### src/rtl/flash_cmd_pkg.sv
package flash_cmd_pkg;

  localparam logic [7:0] CMD_RD_ARRAY  = 8'hFF;
  localparam logic [7:0] CMD_RD_STATUS = 8'h70;
  localparam logic [7:0] CMD_CLR_STAT  = 8'h50;
  localparam logic [7:0] CMD_PROG_SET  = 8'h40;
  localparam logic [7:0] CMD_ERASE_SET = 8'h20;
  localparam logic [7:0] CMD_CONFIRM   = 8'hD0;

  localparam int STB_READY = 7;
  localparam int STB_ERASE = 5;
  localparam int STB_PROG  = 4;
  localparam int STB_LOCK  = 3;

  typedef enum logic [2:0] {
    ST_IDLE, ST_PSET, ST_ESET, ST_BUSY, ST_ABORT, ST_PDOWN
  } ctlState_t;

  typedef enum logic [1:0] {
    TMR_PROG, TMR_ERASE, TMR_ABORT
  } tmrSel_t;

  typedef struct packed {
    logic       tmrLoad;
    tmrSel_t    tmrSel;
    logic       progGo;
    logic       eraseGo;
    logic       clrErr;
    logic       clrAll;
    logic [6:0] setErr;
  } dpStrobe_t;

endpackage

### src/rtl/flash_cmd_ctl.sv
module flash_cmd_ctl
  import flash_cmd_pkg::*;
#(
  parameter int DATA_W = 8
) (
  input  logic              clk,
  input  logic              porN,
  input  logic              pdN,
  input  logic              ceN,
  input  logic              weN,
  input  logic [DATA_W-1:0] din,
  input  logic              lockout,
  input  logic              tmrDone,
  output dpStrobe_t         strb,
  output logic              statusMode,
  output logic              engBusy,
  output logic              pwrDown
);

  ctlState_t state, nextState;
  logic      nextMode;
  logic      wrEn, wrEnQ, wrStrobe;
  logic [7:0] cmd;

  assign wrEn     = !ceN && !weN;
  assign wrStrobe = wrEn && !wrEnQ;
  assign cmd      = din[7:0];

  always_ff @(posedge clk or negedge porN) begin
    if (!porN) begin
      state      <= ST_IDLE;
      statusMode <= 1'b0;
      wrEnQ      <= 1'b0;
    end else begin
      state      <= nextState;
      statusMode <= nextMode;
      wrEnQ      <= wrEn;
    end
  end

  always_comb begin
    nextState = state;
    nextMode  = statusMode;
    strb      = '0;
    unique case (state)
      ST_IDLE: begin
        if (!pdN) begin
          nextState   = ST_PDOWN;
          nextMode    = 1'b0;
          strb.clrAll = 1'b1;
        end else if (wrStrobe) begin
          unique case (cmd)
            CMD_RD_ARRAY:  nextMode = 1'b0;
            CMD_RD_STATUS: nextMode = 1'b1;
            CMD_CLR_STAT:  strb.clrErr = 1'b1;
            CMD_PROG_SET: begin
              nextState = ST_PSET;
              nextMode  = 1'b1;
            end
            CMD_ERASE_SET: begin
              nextState = ST_ESET;
              nextMode  = 1'b1;
            end
            default: ;
          endcase
        end
      end
      ST_PSET: begin
        if (!pdN) begin
          nextState   = ST_PDOWN;
          nextMode    = 1'b0;
          strb.clrAll = 1'b1;
        end else if (wrStrobe) begin
          if (lockout) begin
            nextState = ST_IDLE;
            strb.setErr[STB_PROG] = 1'b1;
            strb.setErr[STB_LOCK] = 1'b1;
          end else begin
            nextState    = ST_BUSY;
            strb.progGo  = 1'b1;
            strb.tmrLoad = 1'b1;
            strb.tmrSel  = TMR_PROG;
          end
        end
      end
      ST_ESET: begin
        if (!pdN) begin
          nextState   = ST_PDOWN;
          nextMode    = 1'b0;
          strb.clrAll = 1'b1;
        end else if (wrStrobe) begin
          if (cmd != CMD_CONFIRM) begin
            nextState = ST_IDLE;
            strb.setErr[STB_ERASE] = 1'b1;
            strb.setErr[STB_PROG]  = 1'b1;
          end else if (lockout) begin
            nextState = ST_IDLE;
            strb.setErr[STB_ERASE] = 1'b1;
            strb.setErr[STB_LOCK]  = 1'b1;
          end else begin
            nextState    = ST_BUSY;
            strb.eraseGo = 1'b1;
            strb.tmrLoad = 1'b1;
            strb.tmrSel  = TMR_ERASE;
          end
        end
      end
      ST_BUSY: begin
        if (!pdN) begin
          nextState    = ST_ABORT;
          strb.tmrLoad = 1'b1;
          strb.tmrSel  = TMR_ABORT;
          strb.clrAll  = 1'b1;
        end else if (tmrDone) begin
          nextState = ST_IDLE;
        end
      end
      ST_ABORT: begin
        strb.clrAll = 1'b1;
        if (tmrDone) begin
          nextState = ST_PDOWN;
          nextMode  = 1'b0;
        end
      end
      ST_PDOWN: begin
        strb.clrAll = 1'b1;
        nextMode    = 1'b0;
        if (pdN) nextState = ST_IDLE;
      end
      default: nextState = ST_IDLE;
    endcase
  end

  assign engBusy = (state == ST_BUSY) || (state == ST_ABORT);
  assign pwrDown = (state == ST_PDOWN);

endmodule

### src/rtl/flash_cmd_dp.sv
module flash_cmd_dp
  import flash_cmd_pkg::*;
#(
  parameter int DATA_W       = 8,
  parameter int PROG_CYCLES  = 8,
  parameter int ERASE_CYCLES = 20,
  parameter int ABORT_CYCLES = 4
) (
  input  logic              clk,
  input  logic              porN,
  input  dpStrobe_t         strb,
  input  logic              engBusy,
  input  logic              pwrDown,
  input  logic              statusMode,
  input  logic [DATA_W-1:0] din,
  input  logic [DATA_W-1:0] arrRdData,
  output logic              tmrDone,
  output logic              arrWrEn,
  output logic              arrErase,
  output logic [DATA_W-1:0] arrWrData,
  output logic [DATA_W-1:0] dOut
);

  localparam int MAX_A   = (PROG_CYCLES > ERASE_CYCLES) ? PROG_CYCLES : ERASE_CYCLES;
  localparam int MAX_CYC = (MAX_A > ABORT_CYCLES) ? MAX_A : ABORT_CYCLES;
  localparam int CNT_W   = $clog2(MAX_CYC + 1);

  logic [CNT_W-1:0] tmrCnt, tmrLen;
  logic [6:0]       errBits;
  logic [7:0]       statusByte;

  always_comb begin
    unique case (strb.tmrSel)
      TMR_PROG:  tmrLen = CNT_W'(PROG_CYCLES - 1);
      TMR_ERASE: tmrLen = CNT_W'(ERASE_CYCLES - 1);
      default:   tmrLen = CNT_W'(ABORT_CYCLES - 1);
    endcase
  end

  always_ff @(posedge clk or negedge porN) begin
    if (!porN) begin
      tmrCnt <= '0;
    end else if (strb.tmrLoad) begin
      tmrCnt <= tmrLen;
    end else if (tmrCnt != '0) begin
      tmrCnt <= tmrCnt - 1'b1;
    end
  end

  assign tmrDone = (tmrCnt == '0);

  always_ff @(posedge clk or negedge porN) begin
    if (!porN) begin
      errBits <= '0;
    end else if (strb.clrAll) begin
      errBits <= '0;
    end else if (strb.clrErr) begin
      errBits[STB_ERASE] <= 1'b0;
      errBits[STB_PROG]  <= 1'b0;
      errBits[STB_LOCK]  <= 1'b0;
    end else begin
      errBits <= errBits | strb.setErr;
    end
  end

  always_ff @(posedge clk or negedge porN) begin
    if (!porN) begin
      arrWrEn   <= 1'b0;
      arrErase  <= 1'b0;
      arrWrData <= '0;
    end else begin
      arrWrEn  <= strb.progGo;
      arrErase <= strb.eraseGo;
      if (strb.progGo) arrWrData <= din;
    end
  end

  assign statusByte = {!engBusy, errBits};

  always_comb begin
    if (pwrDown)         dOut = '0;
    else if (statusMode) dOut = DATA_W'(statusByte);
    else                 dOut = arrRdData;
  end

endmodule

### src/rtl/flash_cmd_ctrl.sv
module flash_cmd_ctrl
  import flash_cmd_pkg::*;
#(
  parameter int DATA_W       = 8,
  parameter int PROG_CYCLES  = 8,
  parameter int ERASE_CYCLES = 20,
  parameter int ABORT_CYCLES = 4
) (
  input  logic              clk,
  input  logic              porN,
  input  logic              pdN,
  input  logic              ceN,
  input  logic              weN,
  input  logic [DATA_W-1:0] din,
  input  logic              lockout,
  input  logic [DATA_W-1:0] arrRdData,
  output logic [DATA_W-1:0] dOut,
  output logic              rdyBsy,
  output logic              arrWrEn,
  output logic              arrErase,
  output logic [DATA_W-1:0] arrWrData
);

  dpStrobe_t strb;
  logic      statusMode, engBusy, pwrDown, tmrDone;

  flash_cmd_ctl #(.DATA_W(DATA_W)) ctl_i (
    .clk(clk), .porN(porN), .pdN(pdN), .ceN(ceN), .weN(weN), .din(din),
    .lockout(lockout), .tmrDone(tmrDone), .strb(strb),
    .statusMode(statusMode), .engBusy(engBusy), .pwrDown(pwrDown)
  );

  flash_cmd_dp #(
    .DATA_W(DATA_W), .PROG_CYCLES(PROG_CYCLES),
    .ERASE_CYCLES(ERASE_CYCLES), .ABORT_CYCLES(ABORT_CYCLES)
  ) dp_i (
    .clk(clk), .porN(porN), .strb(strb), .engBusy(engBusy),
    .pwrDown(pwrDown), .statusMode(statusMode), .din(din),
    .arrRdData(arrRdData), .tmrDone(tmrDone), .arrWrEn(arrWrEn),
    .arrErase(arrErase), .arrWrData(arrWrData), .dOut(dOut)
  );

  assign rdyBsy = !engBusy;

endmodule

### config.mk
export PLATFORM = sky130hd
export DESIGN_NAME = flash_cmd_ctrl
export DESIGN_NICKNAME = d
export VERILOG_FILES = /design/src/rtl/flash_cmd_pkg.sv /design/src/rtl/flash_cmd_ctl.sv /design/src/rtl/flash_cmd_dp.sv /design/src/rtl/flash_cmd_ctrl.sv
export SDC_FILE = /design/constraint.sdc
export NUM_CORES = 1
export LEC_CHECK = 0
export ABC_AREA = 1
export BUFFER_PORTS_ARGS = -buffer_cell sky130_fd_sc_hd__buf_2
export CORE_MARGIN = 5
export CORE_UTILIZATION = 50
export CTS_BUF_LIST = sky130_fd_sc_hd__clkbuf_8
export CTS_CLUSTER_DIAMETER = 60
export CTS_CLUSTER_SIZE = 24
export DETAILED_ROUTE_END_ITERATION = 12
export MAX_ROUTING_LAYER = met4
export PLACE_DENSITY = 0.75
export SKIP_CTS_REPAIR_TIMING = 1
export SLEW_MARGIN = 15
export SYNTH_ARGS = -nofsm -noshare
export SYNTH_HDL_FRONTEND = slang
export SYNTH_HIERARCHICAL = 1
export SYNTH_SLANG_ARGS = --single-unit
### constraint.sdc
create_clock -name clk -period 2.2 [get_ports clk]
set_input_delay 0.44 -clock clk [delete_from_list [all_inputs] [get_ports clk]]
set_output_delay 0.44 -clock clk [all_outputs]
set_load 0.02 [all_outputs]
==> flow_summary_export.csv, run 1 <==
group,metric,value,unit
global_routing,pin_count_of_the_biggest_net_entering_global_routing,28,
drt,drt_first_iter_violations,46,
place,gp_congestion,0.857,
cells_and_area,growth_of_design_area_from_synthesis_to_finish,14.5,%
synthesis,synthesis.area,1820,um^2
cells_and_area,antennaDiodeCount,0,
drt,drt-wirelength-per-cell,11.0,um
synthesis,postSynthRegisterBits,27,
outcome,status,"finished clean",
drt,routed_wirelength,3.79,mm
worst_setup_path,r2r_cells,10,
place,placement.setup.worst_slack,0.253,ns
drt,number_of_nets_still_failing_antenna_checks_after_routing,0,
cells_and_area,commonest_cells_after_routing_fill_and_taps_aside,"sky130_fd_sc_hd__nand2_1, sky130_fd_sc_hd__nor2_1, sky130_fd_sc_hd__buf_2",
place,buffer_ports.inserted,40,
floorplanning,initial_utilization,0.508,
cells_and_area,final_common_cell,"sky130_fd_sc_hd__nand2_1",
global_routing,number_of_global_route_vias_before_repair,1590,
cells_and_area,nFillCells,355,
worst_setup_path,worst_setup_path_end_kind,"output port",
sta,fin_worst_hold_slack,0.160,ns
synthesis,post_synth_inst_count,255,
sta,max_freq,487,MHz
worst_setup_path,required_time_at_the_worst_slack_endpoint,1.76,ns
synthesis,ys_types,29,
floorplanning,die-height,70.3,um
sta,setup_tns,0,ns
place,place_inst,339,
worst_setup_path,cp.arrival,1.61,ns
floorplanning,die_w,70.3,um
floorplanning,die_area,4940,um^2
synthesis,synth.yosys.seq_area_share,0.372,
drt,drc,0,
clocking,clkLatencyLatePin,0.27,ns
clocking,numCtsBuffers,3,
floorplanning,coreArea,3580,um^2
global_routing,first_pass_grt_wire_length,6.74,mm
worst_setup_path,critical_path.startpoint_type,"register",
worst_setup_path,crit_type,"reg2out",
sta,timing_max_transition_violations_final,0,
sta,setup_slack,0.147,ns
clocking,cts.sinks,27,
run,maxCapViolCount,0,
clocking,root_cell_of_the_clock_tree,"sky130_fd_sc_hd__clkbuf_8",
sta,final.setup_skew,0.00372,ns
global_routing,global_route_total_overflow,0,
clocking,tritoncts,"done",
clocking,clock_tree.buffer_depth,2,
sta,layout_worst_path_cycle_share,0.933,
drt,route.vias.total,1675,
sta,rsz0062_at_grt,"no",
worst_hold_path,hold_path_class,"in2async",
cells_and_area,layout.nets,319,
clocking,htree_num_levels,1,
sta,final_period_minus_worst_setup_slack,2.05,ns
floorplanning,num_io_pins,41,
global_routing,grt_usage,0.167,
power,leak_pwr,1.16,nW
global_routing,grt_antenna_before_repair,0,
sta,setup-violations-final,0,
drt,first_pass_iters,4,
cells_and_area,finish.cell_count_without_fillers,343,
power,vdd_drop_max,0.000549,V
sta,worst_slew_pin_slew,0.603,ns
power,total_power,2.26,mW
sta,finalHoldViolations,0,
synthesis,synthesized_area_per_cell,7.12,um^2
place,place.detailed.hpwl,3.03,mm
drt,via_per_inst,4.88,
cells_and_area,post_route_cells_drive_above_1_share,0.271,
power,powerDensity,1090,nW/um^2
sta,slew_headroom,0.598,
clocking,clk_pin_slew,0.09,ns
synthesis,yosysWarningCount,6,
worst_setup_path,critPathMaxFanout,8,
floorplanning,rows,22,
layer usage:
metal / vias up / wire length (um) / track usage
met1: 743 / 1830 / 0.231
met4: 0 / 40 / 0.0468
met5: - / 0 / -
met3: 6 / 289 / 0.0331
met2: 58 / 1630 / 0.249
li1: 868 / - / -
registers in the layout (all words and copies together) (netlist names):
signal	cells
dp_i/arrWrData	8
dp_i/errBits	7
dp_i/tmrCnt	5
ctl_i/state	3
ctl_i/statusMode	1
ctl_i/wrEnQ	1
dp_i/arrErase	1
dp_i/arrWrEn	1
final timing paths:
| check | slack, ns | from | endpoint |
|---|---|---|---|
| setup / recovery | 0.15 | ctl_i/state[1]$_DFFE_PN0P_ | dOut[7] |
| hold / removal | 0.16 | porN | dp_i/arrWrData[5]$_DFFE_PN0P_ |
| setup reg to reg | 0.40 | ctl_i/state[2]$_DFFE_PN0P_ | dp_i/tmrCnt[2]$_DFFE_PN0P_ |
| hold reg to reg | 0.51 | dp_i/errBits[3]$_DFF_PN0_ | dp_i/errBits[3]$_DFF_PN0_ |
| max in group asynchronous | 1.64 | porN | dp_i/errBits[0]$_DFFE_PN0P_ |
| min in group clk | 0.34 | ceN | ctl_i/wrEnQ$_DFF_PN0_ |
synthesized netlist by cell type:
library cell | number | area (um^2)
sky130_fd_sc_hd__dfrtp_1 | 27 | 676
sky130_fd_sc_hd__nor2_2 | 9 | 56.3
sky130_fd_sc_hd__a21oi_1 | 5 | 25.0
sky130_fd_sc_hd__buf_2 | 1 | 5.00
sky130_fd_sc_hd__nand4_1 | 5 | 31.3
sky130_fd_sc_hd__a211oi_1 | 5 | 37.5
sky130_fd_sc_hd__nor2_1 | 41 | 154
sky130_fd_sc_hd__xor2_1 | 1 | 8.76
sky130_fd_sc_hd__nor2_4 | 2 | 22.5
sky130_fd_sc_hd__conb_1 | 1 | 3.75
sky130_fd_sc_hd__nand3_2 | 4 | 40.0
sky130_fd_sc_hd__nor3_1 | 1 | 5.00
sky130_fd_sc_hd__nand2_2 | 4 | 25.0
sky130_fd_sc_hd__buf_6 | 2 | 22.5
sky130_fd_sc_hd__xnor2_1 | 1 | 8.76
sky130_fd_sc_hd__o21ai_0 | 7 | 35.0
sky130_fd_sc_hd__ha_1 | 1 | 12.5
sky130_fd_sc_hd__buf_4 | 6 | 45.0
sky130_fd_sc_hd__mux2_2 | 8 | 90.1
sky130_fd_sc_hd__o21ai_2 | 1 | 8.76
sky130_fd_sc_hd__nand2_1 | 62 | 233
sky130_fd_sc_hd__o22ai_1 | 4 | 25.0
sky130_fd_sc_hd__o21ai_1 | 1 | 5.00
sky130_fd_sc_hd__inv_1 | 38 | 143
sky130_fd_sc_hd__nand2_4 | 2 | 22.5
sky130_fd_sc_hd__or2_1 | 1 | 6.26
sky130_fd_sc_hd__buf_1 | 1 | 3.75
sky130_fd_sc_hd__inv_2 | 3 | 11.3
sky130_fd_sc_hd__nand3_1 | 11 | 55.1
critical path: stages, from the launching register on:
cell and delay [ns]:
sky130_fd_sc_hd__dfrtp_1 0.46, sky130_fd_sc_hd__inv_1 0.14, sky130_fd_sc_hd__nand2_1 0.07, sky130_fd_sc_hd__nor2_1 0.39, sky130_fd_sc_hd__a211oi_1 0.09, sky130_fd_sc_hd__buf_2 0.18
per-stage QoR:
| step | cell area, um^2 | util |
|---|---|---|
| detailed placement | 2030 | 0.569 |
| global placement | 2030 | 0.569 |
| finish | 2080 | 0.581 |
| floorplan | 1830 | - |
| CTS | 2080 | 0.581 |
| global route | 2080 | 0.581 |
power breakdown:
group          leakage [nW]  switching [mW]  internal, mW
logic                 0.780           0.755         0.438
registers             0.350           0.125         0.659
clock network        0.0255           0.156         0.127
total                  1.16            1.04          1.22
cell type report:
cell class	count	area, um^2	area share
Clock inverter	1	5.00	0.00241
Inverter	41	154	0.0740
Multi-Input combinational cell	180	922	0.443
Sequential cell	27	676	0.325
Tap cell	48	60.1	0.0289
Clock buffer	3	41.3	0.0198
Timing Repair Buffer	43	223	0.107
cell families after synthesis:
logic type      share of synthesized area
simple gates                        0.358
buf+inv                             0.127
flops                               0.372
compound gates                     0.0751
mux                                0.0496
xor+xnor                          0.00964
fa+ha+maj                         0.00689
other cells                       0.00206
(Power assumes the default switching activity.)
==> run 2, diff against run 1 <==
--- a/config.mk
+++ b/config.mk
@@ -8,13 +8,13 @@
 export ABC_AREA = 1
 export BUFFER_PORTS_ARGS = -buffer_cell sky130_fd_sc_hd__buf_2
 export CORE_MARGIN = 5
-export CORE_UTILIZATION = 50
+export CORE_UTILIZATION = 37
 export CTS_BUF_LIST = sky130_fd_sc_hd__clkbuf_8
 export CTS_CLUSTER_DIAMETER = 60
 export CTS_CLUSTER_SIZE = 24
 export DETAILED_ROUTE_END_ITERATION = 12
 export MAX_ROUTING_LAYER = met4
-export PLACE_DENSITY = 0.75
+export PLACE_DENSITY = 0.58
 export SKIP_CTS_REPAIR_TIMING = 1
 export SLEW_MARGIN = 15
 export SYNTH_ARGS = -nofsm -noshare
==> run 2 against run 1 <==
  * Register-to-register slack better by 0.03 ns
  * Cell area is 1.6% higher
  * Non-clock buffer count is 1 higher
  * Final cell count is 5.8% higher
  * Sequential cell count stayed put
  * Clock power is 6% higher
  * Hold slack worse by 0.0058 ns
  * Sequential share of layout area is 0.52 points lower
  * Largest power group unchanged
  * Critical path type unchanged
  * Maximum frequency is 1.4% higher
==> flow_summary_export.csv, run 2 (synthesis results as in run 1) <==
group,metric,value,unit
floorplanning,die_area,6410,um^2
cells_and_area,growth_of_design_area_from_synthesis_to_finish,16.4,%
cells_and_area,layout.nets,320,
sta,final_period_minus_worst_setup_slack,2.02,ns
cells_and_area,final_design_area_no_fill,2110,um^2
drt,number_of_nets_still_failing_antenna_checks_after_routing,0,
cells_and_area,final_common_cell,"sky130_fd_sc_hd__nand2_1",
sta,max_freq,494,MHz
power,p_sw,1.06,mW
place,place_inst,359,
global_routing,grt_antenna_before_repair,0,
power,power.internal,1.24,mW
sta,final.setup_skew,0.00777,ns
floorplanning,die-height,80.1,um
worst_setup_path,critPathMaxFanout,8,
clocking,htree_num_levels,1,
sta,finalHoldViolations,0,
sta,timing_max_transition_violations_final,0,
clocking,clk_pin_slew,0.10,ns
worst_setup_path,worst_setup_path_end_kind,"output port",
power,power_switching_share,0.462,
worst_setup_path,cp.arrival,1.58,ns
power,powerDensity,1090,nW/um^2
drt,via_per_inst,4.45,
global_routing,first_pass_grt_wire_length,7.19,mm
global_routing,grt_usage,0.142,
cells_and_area,finish.cell_count_without_fillers,363,
global_routing,global_route_total_overflow,0,
place,gp_congestion,0.822,
sta,setup_tns,0,ns
drt,drt_first_iter_violations,89,
outcome,status,"finished clean",
floorplanning,rows,25,
drt,routed_wirelength,3.97,mm
floorplanning,num_io_pins,41,
sta,rsz0062_at_grt,"no",
drt,drc,0,
sta,setup-violations-final,0,
clocking,clock_tree.buffer_depth,2,
worst_setup_path,crit_type,"reg2out",
power,pwr-share-comb,0.528,
drt,route.vias.total,1615,
cells_and_area,registers.top_by_ff_count,"dp_i/arrWrData",
place,place.detailed.hpwl,3.10,mm
clocking,clkLatencyLatePin,0.28,ns
run,maxCapViolCount,0,
worst_setup_path,r2r_cells,5,
worst_hold_path,hold_path_class,"in2async",
drt,drt-wirelength-per-cell,10.9,um
cells_and_area,commonest_cells_after_routing_fill_and_taps_aside,"sky130_fd_sc_hd__nand2_1, sky130_fd_sc_hd__nor2_1, sky130_fd_sc_hd__buf_2",
sta,layout_worst_path_cycle_share,0.920,
power,leak_pwr,1.16,nW
power,p_clk_frac,0.130,
cells_and_area,biggestRegsByFlops,"dp_i/arrWrData x8, dp_i/errBits x7, dp_i/tmrCnt x5",
floorplanning,coreArea,4750,um^2
worst_setup_path,critical_path.startpoint_type,"register",
worst_setup_path,required_time_at_the_worst_slack_endpoint,1.76,ns
clocking,cts.sinks,27,
global_routing,pin_count_of_the_biggest_net_entering_global_routing,28,
sta,slew_headroom,0.596,
sta,setup_slack,0.175,ns
cells_and_area,post_route_cells_drive_above_1_share,0.274,
cells_and_area,largest_register_ffs,8,
place,buffer_ports.inserted,40,
place,placement.setup.worst_slack,0.294,ns
clocking,tritoncts,"done",
global_routing,number_of_global_route_vias_before_repair,1603,
floorplanning,die_w,80.1,um
place,dpl-instance-area,2070,um^2
clocking,root_cell_of_the_clock_tree,"sky130_fd_sc_hd__clkbuf_8",
clocking,numCtsBuffers,3,
power,vdd_drop_max,0.000536,V
power,seq_power_share,0.342,
drt,first_pass_iters,6,
sta,worst_slew_pin_slew,0.606,ns
cells_and_area,nFillCells,530,
floorplanning,initial_utilization,0.382,
cells_and_area,antennaDiodeCount,0,
## run 2: through the flow
step	hold slack, ns	power [mW]	util
after global routing	0.214	2.52	0.445
after detailed placement	0.491	2.02	0.434
after CTS	0.186	2.33	0.445
after global placement	0.487	2.02	0.434
final	0.154	2.30	0.445
after floorplan	0.144	1.72	-
## run 2: worst paths after layout
check | endpoint | from | slack, ns
max in group asynchronous | dp_i/arrWrData[3]$_DFFE_PN0P_ | porN | 1.64
min | dp_i/tmrCnt[2]$_DFFE_PN0P_ | porN | 0.15
max | dOut[7] | ctl_i/state[1]$_DFFE_PN0P_ | 0.18
max reg2reg | dp_i/arrWrData[6]$_DFFE_PN0P_ | ctl_i/state[2]$_DFFE_PN0P_ | 0.43
min in group clk | ctl_i/wrEnQ$_DFF_PN0_ | ceN | 0.32
min reg2reg | dp_i/arrWrData[2]$_DFFE_PN0P_ | dp_i/arrWrData[2]$_DFFE_PN0P_ | 0.51
## run 2: power groups by stage
stage / Sequential [mW] / Combinational [mW] / Clock, mW
global route: 0.813 / 1.38 / 0.332
floorplan: 0.835 / 0.881 / 0
detailed placement: 0.793 / 1.22 / 0
finish: 0.785 / 1.21 / 0.299
global placement: 0.794 / 1.22 / 0
CTS: 0.783 / 1.23 / 0.318
## run 2: per-layer routing
| metal | share of wire | track usage | up-vias |
|---|---|---|---|
| met1 | 0.49 | 0.190 | 713 |
| met5 | 0 | - | - |
| met3 | 0.028 | 0.0179 | 4 |
| met4 | 0.010 | 0.0338 | 0 |
| met2 | 0.47 | 0.230 | 27 |
| li1 | - | - | 871 |
## run 2: layout make-up
class / count / area, um^2 / share of cell area
Inverter: 41 / 154 / 0.0728
Timing Repair Buffer: 44 / 230 / 0.109
Sequential cell: 27 / 676 / 0.320
Clock inverter: 1 / 7.51 / 0.00355
Multi-Input combinational cell: 180 / 922 / 0.436
Tap cell: 67 / 83.8 / 0.0396
Clock buffer: 3 / 41.3 / 0.0195
## run 2: critical path: stages, from the launching register on
cell and delay, ns:
sky130_fd_sc_hd__dfrtp_1 0.48, sky130_fd_sc_hd__inv_1 0.12, sky130_fd_sc_hd__nand2_1 0.08, sky130_fd_sc_hd__nor2_1 0.05, sky130_fd_sc_hd__buf_4 0.16, sky130_fd_sc_hd__a211oi_1 0.21
sky130_fd_sc_hd__buf_2 0.20
